$ cat src/rtl/tlbm_pkg.sv
package tlbm_pkg;

  typedef enum logic [1:0] {
    RC_GRANT = 2'b00,
    RC_MISS  = 2'b01,
    RC_DVIOL = 2'b10,
    RC_XVIOL = 2'b11
  } rc_e;

  localparam logic [1:0] ACC_LOAD  = 2'b00;
  localparam logic [1:0] ACC_STORE = 2'b01;
  localparam logic [1:0] ACC_FETCH = 2'b10;

  // one-hot nibble bit required by an access type (fetch when bit 1 set)
  function automatic logic [3:0] need_bit(input logic [1:0] acc);
    if (acc[1])      need_bit = 4'b0100;
    else if (acc[0]) need_bit = 4'b0010;
    else             need_bit = 4'b0001;
  endfunction

  function automatic logic perm_ok(input logic [3:0] nib, input logic [1:0] acc);
    perm_ok = |(nib & need_bit(acc));
  endfunction

  function automatic logic [3:0] pick_nib(input logic [7:0] prot, input logic user);
    pick_nib = user ? prot[3:0] : prot[7:4];
  endfunction

endpackage

$ cat src/rtl/tlbm_store.sv
module tlbm_store #(
  parameter int ENTRIES = 8,
  parameter int EA_W    = 32,
  parameter int PID_W   = 8,
  parameter int SZ_W    = 4,
  localparam int IDX_W  = (ENTRIES > 1) ? $clog2(ENTRIES) : 1
) (
  input  logic                             clk,
  input  logic                             rst_n,
  input  logic                             wr_en,
  input  logic [IDX_W-1:0]                 wr_idx,
  input  logic                             wr_valid,
  input  logic [PID_W-1:0]                 wr_tid,
  input  logic [EA_W-1:0]                  wr_epn,
  input  logic [EA_W-1:0]                  wr_rpn,
  input  logic [SZ_W-1:0]                  wr_size,
  input  logic                             wr_as,
  input  logic [7:0]                       wr_prot,
  output logic [ENTRIES-1:0]               st_valid,
  output logic [ENTRIES-1:0][PID_W-1:0]    st_tid,
  output logic [ENTRIES-1:0][EA_W-1:0]     st_epn,
  output logic [ENTRIES-1:0][EA_W-1:0]     st_rpn,
  output logic [ENTRIES-1:0][SZ_W-1:0]     st_size,
  output logic [ENTRIES-1:0]               st_as,
  output logic [ENTRIES-1:0][7:0]          st_prot
);

  for (genvar g = 0; g < ENTRIES; g++) begin : g_slot
    logic sel;
    assign sel = wr_en && (int'(wr_idx) == g);

    always_ff @(posedge clk) begin
      if (!rst_n) begin
        st_valid[g] <= 1'b0;
        st_tid[g]   <= '0;
        st_epn[g]   <= '0;
        st_rpn[g]   <= '0;
        st_size[g]  <= '0;
        st_as[g]    <= 1'b0;
        st_prot[g]  <= '0;
      end else if (sel) begin
        st_valid[g] <= wr_valid;
        st_tid[g]   <= wr_tid;
        st_epn[g]   <= wr_epn;
        st_rpn[g]   <= wr_rpn;
        st_size[g]  <= wr_size;
        st_as[g]    <= wr_as;
        st_prot[g]  <= wr_prot;
      end
    end
  end

endmodule

$ cat src/rtl/tlbm_match.sv
module tlbm_match
  import tlbm_pkg::*;
#(
  parameter int EA_W      = 32,
  parameter int PID_W     = 8,
  parameter int SZ_W      = 4,
  parameter int MIN_SHIFT = 10,
  localparam int RA_W     = EA_W + 4
) (
  input  logic              e_valid,
  input  logic [PID_W-1:0]  e_tid,
  input  logic [EA_W-1:0]   e_epn,
  input  logic [EA_W-1:0]   e_rpn,
  input  logic [SZ_W-1:0]   e_size,
  input  logic              e_as,
  input  logic [7:0]        e_prot,
  input  logic [EA_W-1:0]   ea,
  input  logic [PID_W-1:0]  pid0,
  input  logic [PID_W-1:0]  pid1,
  input  logic [PID_W-1:0]  pid2,
  input  logic              as_inst,
  input  logic              as_data,
  input  logic              user,
  input  logic [1:0]        acc,
  input  logic              single,
  output logic [1:0]        code,
  output logic [RA_W-1:0]   ra,
  output logic [3:0]        nib,
  output logic              id_hit
);

  function automatic logic [EA_W-1:0] page_mask(input logic [SZ_W-1:0] sz);
    logic [EA_W-1:0] m;
    m = '1;
    page_mask = m << (MIN_SHIFT + int'(sz));
  endfunction

  function automatic logic id_match(input logic [PID_W-1:0] tid,
                                    input logic [PID_W-1:0] pid);
    id_match = (tid == '0) || (tid == pid);
  endfunction

  logic [EA_W-1:0] mask;
  logic            page_eq;
  logic            hit0, hit1, hit2;
  logic            as_ok;
  logic            fetch;

  assign mask    = page_mask(e_size);
  assign page_eq = e_valid && ((ea & mask) == e_epn);
  assign hit0    = page_eq && id_match(e_tid, pid0);
  assign hit1    = page_eq && !single && (pid1 != '0) && id_match(e_tid, pid1);
  assign hit2    = page_eq && !single && (pid2 != '0) && id_match(e_tid, pid2);
  assign id_hit  = hit0 || hit1 || hit2;

  assign fetch   = acc[1];
  assign as_ok   = (e_as == (fetch ? as_inst : as_data));
  assign nib     = pick_nib(e_prot, user);

  always_comb begin
    ra = '0;
    ra[EA_W-1:0] = (e_rpn & mask) | (ea & ~mask);
    if (single && hit0) ra[RA_W-1:EA_W] = e_rpn[3:0];
  end

  always_comb begin
    if (!id_hit || !as_ok)      code = RC_MISS;
    else if (perm_ok(nib, acc)) code = RC_GRANT;
    else if (fetch)             code = RC_XVIOL;
    else                        code = RC_DVIOL;
  end

endmodule

$ cat src/rtl/tlbm_pick.sv
module tlbm_pick
  import tlbm_pkg::*;
#(
  parameter int ENTRIES = 8,
  parameter int RA_W    = 36
) (
  input  logic [ENTRIES-1:0][1:0]       e_code,
  input  logic [ENTRIES-1:0][RA_W-1:0]  e_ra,
  input  logic [ENTRIES-1:0][3:0]       e_nib,
  output logic [ENTRIES-1:0]            sel_vec,
  output logic [1:0]                    code,
  output logic [RA_W-1:0]               ra,
  output logic [3:0]                    nib
);

  always_comb begin
    logic found;
    found   = 1'b0;
    sel_vec = '0;
    code    = RC_MISS;
    ra      = '0;
    nib     = '0;
    for (int i = 0; i < ENTRIES; i++) begin
      if (!found && e_code[i] != RC_MISS) begin
        found      = 1'b1;
        sel_vec[i] = 1'b1;
        code       = e_code[i];
        nib        = e_nib[i];
        ra         = (e_code[i] == RC_GRANT) ? e_ra[i] : '0;
      end
    end
  end

endmodule

$ cat src/rtl/tlbm_lookup.sv
module tlbm_lookup
  import tlbm_pkg::*;
#(
  parameter int ENTRIES   = 8,
  parameter int EA_W      = 32,
  parameter int PID_W     = 8,
  parameter int SZ_W      = 4,
  parameter int MIN_SHIFT = 10,
  localparam int IDX_W    = (ENTRIES > 1) ? $clog2(ENTRIES) : 1,
  localparam int RA_W     = EA_W + 4
) (
  input  logic              clk,
  input  logic              rst_n,
  input  logic              wr_en,
  input  logic [IDX_W-1:0]  wr_idx,
  input  logic              wr_valid,
  input  logic [PID_W-1:0]  wr_tid,
  input  logic [EA_W-1:0]   wr_epn,
  input  logic [EA_W-1:0]   wr_rpn,
  input  logic [SZ_W-1:0]   wr_size,
  input  logic              wr_as,
  input  logic [7:0]        wr_prot,
  input  logic              lk_valid,
  input  logic [EA_W-1:0]   lk_ea,
  input  logic [PID_W-1:0]  pid0,
  input  logic [PID_W-1:0]  pid1,
  input  logic [PID_W-1:0]  pid2,
  input  logic              as_inst,
  input  logic              as_data,
  input  logic              priv_user,
  input  logic [1:0]        acc_type,
  input  logic              single_pid,
  output logic              rsp_valid,
  output logic              rsp_hit,
  output logic [RA_W-1:0]   rsp_ra,
  output logic [3:0]        rsp_perm,
  output logic [1:0]        rsp_code
);

  logic [ENTRIES-1:0]             st_valid;
  logic [ENTRIES-1:0][PID_W-1:0]  st_tid;
  logic [ENTRIES-1:0][EA_W-1:0]   st_epn;
  logic [ENTRIES-1:0][EA_W-1:0]   st_rpn;
  logic [ENTRIES-1:0][SZ_W-1:0]   st_size;
  logic [ENTRIES-1:0]             st_as;
  logic [ENTRIES-1:0][7:0]        st_prot;

  logic [ENTRIES-1:0][1:0]        ent_code;
  logic [ENTRIES-1:0][RA_W-1:0]   ent_ra;
  logic [ENTRIES-1:0][3:0]        ent_nib;
  logic [ENTRIES-1:0]             ent_id_hit;

  logic [ENTRIES-1:0]             first_hit_vec;
  logic [1:0]                     nxt_code;
  logic [RA_W-1:0]                nxt_ra;
  logic [3:0]                     nxt_nib;

  tlbm_store #(
    .ENTRIES(ENTRIES), .EA_W(EA_W), .PID_W(PID_W), .SZ_W(SZ_W)
  ) u_store (
    .clk(clk), .rst_n(rst_n),
    .wr_en(wr_en), .wr_idx(wr_idx), .wr_valid(wr_valid), .wr_tid(wr_tid),
    .wr_epn(wr_epn), .wr_rpn(wr_rpn), .wr_size(wr_size), .wr_as(wr_as),
    .wr_prot(wr_prot),
    .st_valid(st_valid), .st_tid(st_tid), .st_epn(st_epn), .st_rpn(st_rpn),
    .st_size(st_size), .st_as(st_as), .st_prot(st_prot)
  );

  for (genvar g = 0; g < ENTRIES; g++) begin : g_match
    tlbm_match #(
      .EA_W(EA_W), .PID_W(PID_W), .SZ_W(SZ_W), .MIN_SHIFT(MIN_SHIFT)
    ) u_match (
      .e_valid(st_valid[g]), .e_tid(st_tid[g]), .e_epn(st_epn[g]),
      .e_rpn(st_rpn[g]), .e_size(st_size[g]), .e_as(st_as[g]),
      .e_prot(st_prot[g]),
      .ea(lk_ea), .pid0(pid0), .pid1(pid1), .pid2(pid2),
      .as_inst(as_inst), .as_data(as_data), .user(priv_user),
      .acc(acc_type), .single(single_pid),
      .code(ent_code[g]), .ra(ent_ra[g]), .nib(ent_nib[g]),
      .id_hit(ent_id_hit[g])
    );
  end

  tlbm_pick #(.ENTRIES(ENTRIES), .RA_W(RA_W)) u_pick (
    .e_code(ent_code), .e_ra(ent_ra), .e_nib(ent_nib),
    .sel_vec(first_hit_vec), .code(nxt_code), .ra(nxt_ra), .nib(nxt_nib)
  );

  always_ff @(posedge clk) begin
    if (!rst_n) begin
      rsp_valid <= 1'b0;
      rsp_hit   <= 1'b0;
      rsp_ra    <= '0;
      rsp_perm  <= '0;
      rsp_code  <= RC_MISS;
    end else begin
      rsp_valid <= lk_valid;
      if (lk_valid) begin
        rsp_hit  <= (nxt_code == RC_GRANT);
        rsp_ra   <= nxt_ra;
        rsp_perm <= nxt_nib;
        rsp_code <= nxt_code;
      end
    end
  end

endmodule

$ cat config.mk
export PLATFORM = sky130hd
export DESIGN_NAME = tlbm_lookup
export DESIGN_NICKNAME = d
export VERILOG_FILES = /design/src/rtl/tlbm_pkg.sv /design/src/rtl/tlbm_store.sv /design/src/rtl/tlbm_match.sv /design/src/rtl/tlbm_pick.sv /design/src/rtl/tlbm_lookup.sv
export SDC_FILE = /design/constraint.sdc
export NUM_CORES = 2
export LEC_CHECK = 0
export BUFFER_PORTS_ARGS = -buffer_cell sky130_fd_sc_hd__buf_2
export CORE_MARGIN = 2
export CORE_UTILIZATION = 26
export DETAILED_ROUTE_END_ITERATION = 7
export MAX_ROUTING_LAYER = met4
export PLACE_DENSITY_LB_ADDON = 0.05
export SLEW_MARGIN = 20
export SYNTH_ARGS = -nofsm -noshare
export SYNTH_HDL_FRONTEND = slang
export SYNTH_SLANG_ARGS = --single-unit
$ cat constraint.sdc
create_clock -name clk -period 4.45 [get_ports clk]
set_clock_uncertainty 0.15 [all_clocks]
set_input_delay 0.445 -clock clk [delete_from_list [all_inputs] [get_ports clk]]
set_output_delay 0.445 -clock clk [all_outputs]
set_load 0.1 [all_outputs]
; After elaboration in Yosys (flattened, before gate mapping)
; Index checks and enable logic that the tools add are counted.
; Widths: inputs -> output; s select.
[classes]
mux = 83
n_bitwise = 48
n_shift = 8
n_reduce_logical = 179
add_sub_neg = 8
eq_ne = 55
[ops]
columns = op, count
row1 = $and 32x32->32, 24
row2 = $mux 36, 16
row3 = $eq 32x32->1, 8
row4 = $not 32->32, 8
row5 = $or 32x32->32, 8
row6 = $shl 32x32->32 const A, 8
row7 = $eq 8x8->1, 24
row8 = $mux 4, 33
row9 = $logic_and 1x1->1, 79
row10 = $logic_not 8->1, 8
row11 = $mux 2, 25
row12 = $logic_or 1x1->1, 48
row13 = $add 4x4->5 const A, 8
row14 = $and 4x4->4, 8
row15 = $reduce_or 4->1, 8
row16 = $logic_not 1->1, 24
row17 = $logic_not 2->1, 9
row18 = $ne 2x1->1 const B, 8
row19 = $reduce_bool 8->1, 2
row20 = $eq 3x3->1 const B, 4
row21 = $mux 1, 9
row22 = $eq 1x1->1, 8
row23 = $eq 3x2->1 const B, 2
row24 = $eq 3x1->1 const B, 1
row25 = $logic_not 3->1, 1
[word_totals]
word_cells = 442
ff_bits = 732

; Logic depth before layout (Yosys ltp)
[logic_depth]
depth_word = 41
depth_mapped = 19

; By module
; Synthesis repeated with hierarchy kept, for this count alone.
[hier_totals]
hier_cells = 5190
hier_area_um2 = 45497.4
[modules_own_cells]
columns = module, cells_each, n_inst, area_per_inst_um2
row1 = tlbm_store, 2323, 1, 24517.3
row2 = tlbm_match (g_match[0].u_match ...), 306, 6, 2153.3
row3 = tlbm_match (g_match[6].u_match ...), 301, 2, 2125.8
row4 = tlbm_pick, 288, 1, 2119.5
row5 = tlbm_lookup, 141, 1, 1689.1

; Worst setup path before layout
; OpenSTA, ideal clock, no wires.
[synth_path]
path_kind = register to register
from = register u_store.st_size[21] in the netlist's numbering
to = register rsp_ra[25]
synth_period_minus_slack_ns = 4.120
path_buffers = 4
setup_time_ns = 0.126
arrival_ns = 3.844
t_required_ns = 4.174
slack_ns = 0.330
stages_incl_launch_ff = 18
cell_sequence = dfxtp_1 clkbuf_1 inv_1 ha_1 buf_1 nand4b_1 nor4b_1 xnor2_1 nand4_1 nor4_1 nand4_1 and2_1 and3_4 and2_4 buf_6 buf_6 a222oi_1 a21oi_1
[synth_between]
elab_chain_len = 22
word_cells_on_any_way = 33
classes_between = add/sub: 1 / eq/ne: 2 / shift: 1 / mux: 7 / bitwise: 5 / reduce/logical: 17
[synth_lines]
columns = element, line
row1 = "start, declared", tlbm_store.sv:23  ; output logic [ENTRIES-1:0][SZ_W-1:0] st_size,
row2 = "start signal, assigned by index", tlbm_store.sv:46  ; st_size[g] <= wr_size;
row3 = $add 4x4->5 *, tlbm_match.sv:35  ; page_mask = m << (MIN_SHIFT + int'(sz));
row4 = $shl 32x32->32 *, tlbm_match.sv:35
row5 = $and 32x32->32, tlbm_match.sv:50  ; assign page_eq = e_valid && ((ea & mask) == e_epn);
row6 = $eq 32x32->1, tlbm_match.sv:50
row7 = $logic_and 1x1->1, tlbm_match.sv:50
row8 = $logic_and 1x1->1, "tlbm_match.sv:52, tlbm_match.sv:53"
row9 = $logic_and 1x1->1 (2 in series), tlbm_match.sv:52  ; assign hit1 = page_eq && !single && (pid1 != '0) && id_match(e_tid, pid1);
row10 = $logic_or 1x1->1 (2 in series), tlbm_match.sv:54  ; assign id_hit = hit0 || hit1 || hit2;
row11 = [4 not listed], n/a
row12 = $logic_and 1x1->1, tlbm_pick.sv:24  ; if (!found && e_code[i] != RC_MISS) begin
row13 = $mux 1, tlbm_pick.sv:24
row14 = $logic_not 1->1, tlbm_pick.sv:24
row15 = $logic_and 1x1->1, tlbm_pick.sv:24
row16 = $mux 1, tlbm_pick.sv:24
row17 = $logic_not 1->1, tlbm_pick.sv:24
row18 = $logic_and 1x1->1, tlbm_pick.sv:24
row19 = $mux 36 *, tlbm_pick.sv:24
row20 = "end signal, assigned", tlbm_lookup.sv:100  ; rsp_ra <= nxt_ra;
row21 = "end, declared", tlbm_lookup.sv:35  ; output logic [RA_W-1:0] rsp_ra,
; Mark *: on every way between the ends. The rest lies on a longest branch, timed or not.
; A chain may end at the register's enable or synchronous reset.

; Worst setup path after layout
[layout_path]
from = register u_store.st_size[21] in the netlist's numbering
to = register rsp_ra[27]
; Same word-level chain as after synthesis.

==> flow_metrics.env <==
export IMPL_status="finished, final reports clean"
export IMPL_power_leakage_nw=21.3
export IMPL_combPwrFrac_pct=16.6
export IMPL_synth_common_cells="1613 x nand2_1, 850 x a21oi_1, 732 x dfxtp_1, 403 x clkbuf_1, 253 x o21ai_0"
export IMPL_drc=0
export IMPL_timing_final_crit_share_pct=99.4
export IMPL_grt_use_total_pct=36.5
export IMPL_power_frac_clock_pct=46.2
export IMPL_rows=150
export IMPL_final_min_clock_period_ps=4420
export IMPL_die_y_um=415
export IMPL_cp_start_kind="flop"
export IMPL_tightest_slew_ps=1110
export IMPL_power_frac_seq_pct=37.2
export IMPL_design_area_um2=58100
export IMPL_yosys_area_top_type_share_pct=33.4
export IMPL_cts_made_buffers=95
export IMPL_dpl_instance_area_um2=52300
export IMPL_synth_ff_type="dfxtp_1"
export IMPL_clock_sinks=732
export IMPL_final_util_pct=34.7
export IMPL_hold_ws_ps=45.3
export IMPL_die_w_um=415
export IMPL_start_util_pct=26.2
export IMPL_top_signal_layer_used="met4"
export IMPL_cp_end_kind="flop"
export IMPL_required_ps=4910
export IMPL_routed_wl_mm=317
export IMPL_hold_viol=0
export IMPL_overflow=0
export IMPL_p_sw_mw=5.82
export IMPL_synth_area_leaders="dfxtp_1 33%, nand2_1 14%, a21oi_1 9.7%, xnor2_1 4.0%, clkbuf_1 3.4%"
export IMPL_clock_path_buffers=3
export IMPL_synth_seq_area_share_pct=33.4
export IMPL_cp_max_fo=7
export IMPL_coreArea_um2=167000
export IMPL_synthArstFlopShare_pct=0
export IMPL_gp_congestion=1.02
export IMPL_place_hpwl_mm=244
export IMPL_synth_cell_area_um2=43900
export IMPL_hold_class="input port to flop"
export IMPL_syn_mean_instance_area_um2=7.22
export IMPL_internal_power_mw=12.6
export IMPL_synth_edf_count=0
export IMPL_antenna_found_initial=26
export IMPL_ios=199
export IMPL_nets=6945
export IMPL_setup_viol=0
export IMPL_syn_instance_count=6083
export IMPL_io_buffers=198
export IMPL_ir_worst_vdd_mv=0.303
export IMPL_fill_cells=18100
export IMPL_maxCapViolCount=0
export IMPL_grt_max_degree=104
export IMPL_power_density_nw_per_um2=318
export IMPL_wl_met3_mm=22.4
export IMPL_p_sw_share_pct=31.5
export IMPL_grt_pass1_wl_mm=421
export IMPL_rsz0062_at_grt="true"
export IMPL_area_growth_pct=32.3
export IMPL_htreeDepth=3
export IMPL_slew_viol_final=0
export IMPL_antenna_left=0
export IMPL_ys_ff_latch=732
export IMPL_vias=50300
export IMPL_syn_nets=6270
export IMPL_die_area_um2=172000
export IMPL_timing_fmax_ghz=0.226
export IMPL_drive_above_1_share_pct=23.7
export IMPL_critPathKind="flop to flop"
export IMPL_grt_pass1_vias=46000
export IMPL_drt_initial_drc_count=6495
export IMPL_wl_per_cell_um=35.0
export IMPL_drt_first_pass_iters=6
export IMPL_routedLengthMet1_mm=147
export IMPL_worstSkewPairLatency_ps=780
export IMPL_cts_root_buf="clkbuf_16"
export IMPL_clkTransAtPathRegs_ps=60
export IMPL_cts_tree="built"
export IMPL_ys_types=105
export IMPL_yosysWarnings=0
export IMPL_yosys_area_top_type="dfxtp_1"
export IMPL_wl_met2_mm=136
export IMPL_viasPerCell=5.55
export IMPL_slew_headroom_pct=25.4
export IMPL_post_synth_top_count_cell="nand2_1"
export IMPL_cp_data_arrival_time_ps=4890
-- what timing repair did --
action                     CTS  global route
setup buffers               22            45
cloned                       0             1
hold endpoints to repair   447             0
resized for setup          122           168
hold buffers                62             0
pin swaps                   36            87
setup endpoints to repair   43            43
-- cell families (layout without fill, tap and decap cells) --
group / Yosys count / count (layout) / synth area share [%]
simple gates: 2530 / 2530 / 26.1
flops: 732 / 732 / 33.4
buf+inv: 696 / 1450 / 6.77
xor+xnor: 360 / 360 / 7.18
fa+ha+maj: 32 / 32 / 0.912
mux: 225 / 225 / 5.59
compound gates: 1508 / 1508 / 20.1
other cells: 0 / 22 / 0
-- metrics by stage --
| stage | instances | setup TNS [ps] | power [mW] | setup slack [ps] |
|---|---|---|---|---|
| final | 9063 | 0 | 18.5 | 25.2 |
| after global routing | 9049 | -230 | 18.9 | -87.3 |
| after CTS | 8996 | 0 | 18.5 | 0.377 |
| after detailed placement | 8739 | -9980 | 9.86 | -615 |
| after global placement | 8739 | -11160 | 9.87 | -711 |
| after floorplan | 6083 | 0 | 8.26 | 330 |
-- layout make-up --
class / count / area (um2) / area share (%)
diodes: 22 / 55.1 / 0.0948
clock buffers: 144 / 2850 / 4.91
clock inverters: 32 / 508 / 0.875
inverters: 90 / 352 / 0.605
multi-input cells: 4655 / 27600 / 47.5
flip-flops and latches: 732 / 14700 / 25.3
well taps: 2204 / 2760 / 4.75
repair buffers: 1184 / 9320 / 16.1
-- worst max-delay path, stage by stage, from the launching register on --
cell	delay (ps)
dfxtp_2	340
buf_4	130
inv_1	90
ha_4	240
or3b_2	470
o221ai_2	180
buf_4	160
xor2_2	160
o21ai_1	110
nor4_2	260
buf_4	170
nand4_1	230
buf_6	240
and2_4	160
and3_4	170
and2_4	190
buf_6	140
a222oi_1	520
a21oi_1	140
-- worst paths after layout --
path / from / to / slack [ps] / cells past startpoint
hold reg to reg: u_store.st_prot[0] / u_store.st_prot[0] / 300 / 2
setup reg to reg: u_store.st_size[21] / rsp_ra[27] / 30 / 18
hold / removal: wr_valid / u_store.st_valid[0] / 50 / 3
setup / recovery: u_store.st_size[21] / rsp_ra[27] / 30 / 18
-- state kept, by name, summed over array words and instances (netlist names) --
| signal | cells |
|---|---|
| rsp_hit | 1 |
| u_store.st_epn | 256 |
| u_store.st_as | 8 |
| rsp_code | 2 |
| u_store.st_tid | 64 |
| u_store.st_prot | 64 |
| u_store.st_size | 32 |
| rsp_perm | 4 |
| rsp_ra | 36 |
| rsp_valid | 1 |
| u_store.st_valid | 8 |
| u_store.st_rpn | 256 |
-- power by group through the flow --
| stage | Sequential, mW | Combinational (mW) | Clock, mW |
|---|---|---|---|
| after floorplan | 7.01 | 1.25 | 0 |
| after global placement | 7.00 | 2.87 | 0 |
| after detailed placement | 7.00 | 2.86 | 0 |
| after CTS | 6.86 | 2.94 | 8.65 |
| after global routing | 6.87 | 3.14 | 8.89 |
| final | 6.86 | 3.06 | 8.53 |
-- layout by cell type (no fill, tap or decap), types with 55 or more instances in the layout --
cell type / instances
inv_1: 83
xnor2_1: 201
a21oi_1: 840
o21ai_0: 219
o211ai_1: 55
nand4_1: 139
dfxtp_1: 723
dlygate4sd3_1: 62
mux2i_1: 123
nand2_1: 1607
nand2b_1: 58
xor2_1: 151
buf_4: 848
nor2_1: 172
mux2_2: 93
buf_2: 197
nor3_1: 75
clkbuf_16: 97
nand3_1: 121
-- routing by layer --
layer,GRT usage (%),vias up
li1,-,22400
met2,53.7,2179
met1,51.2,25400
met4,11.3,0
met3,5.25,390
met5,-,-
Power figures use the tool's default switching activity.
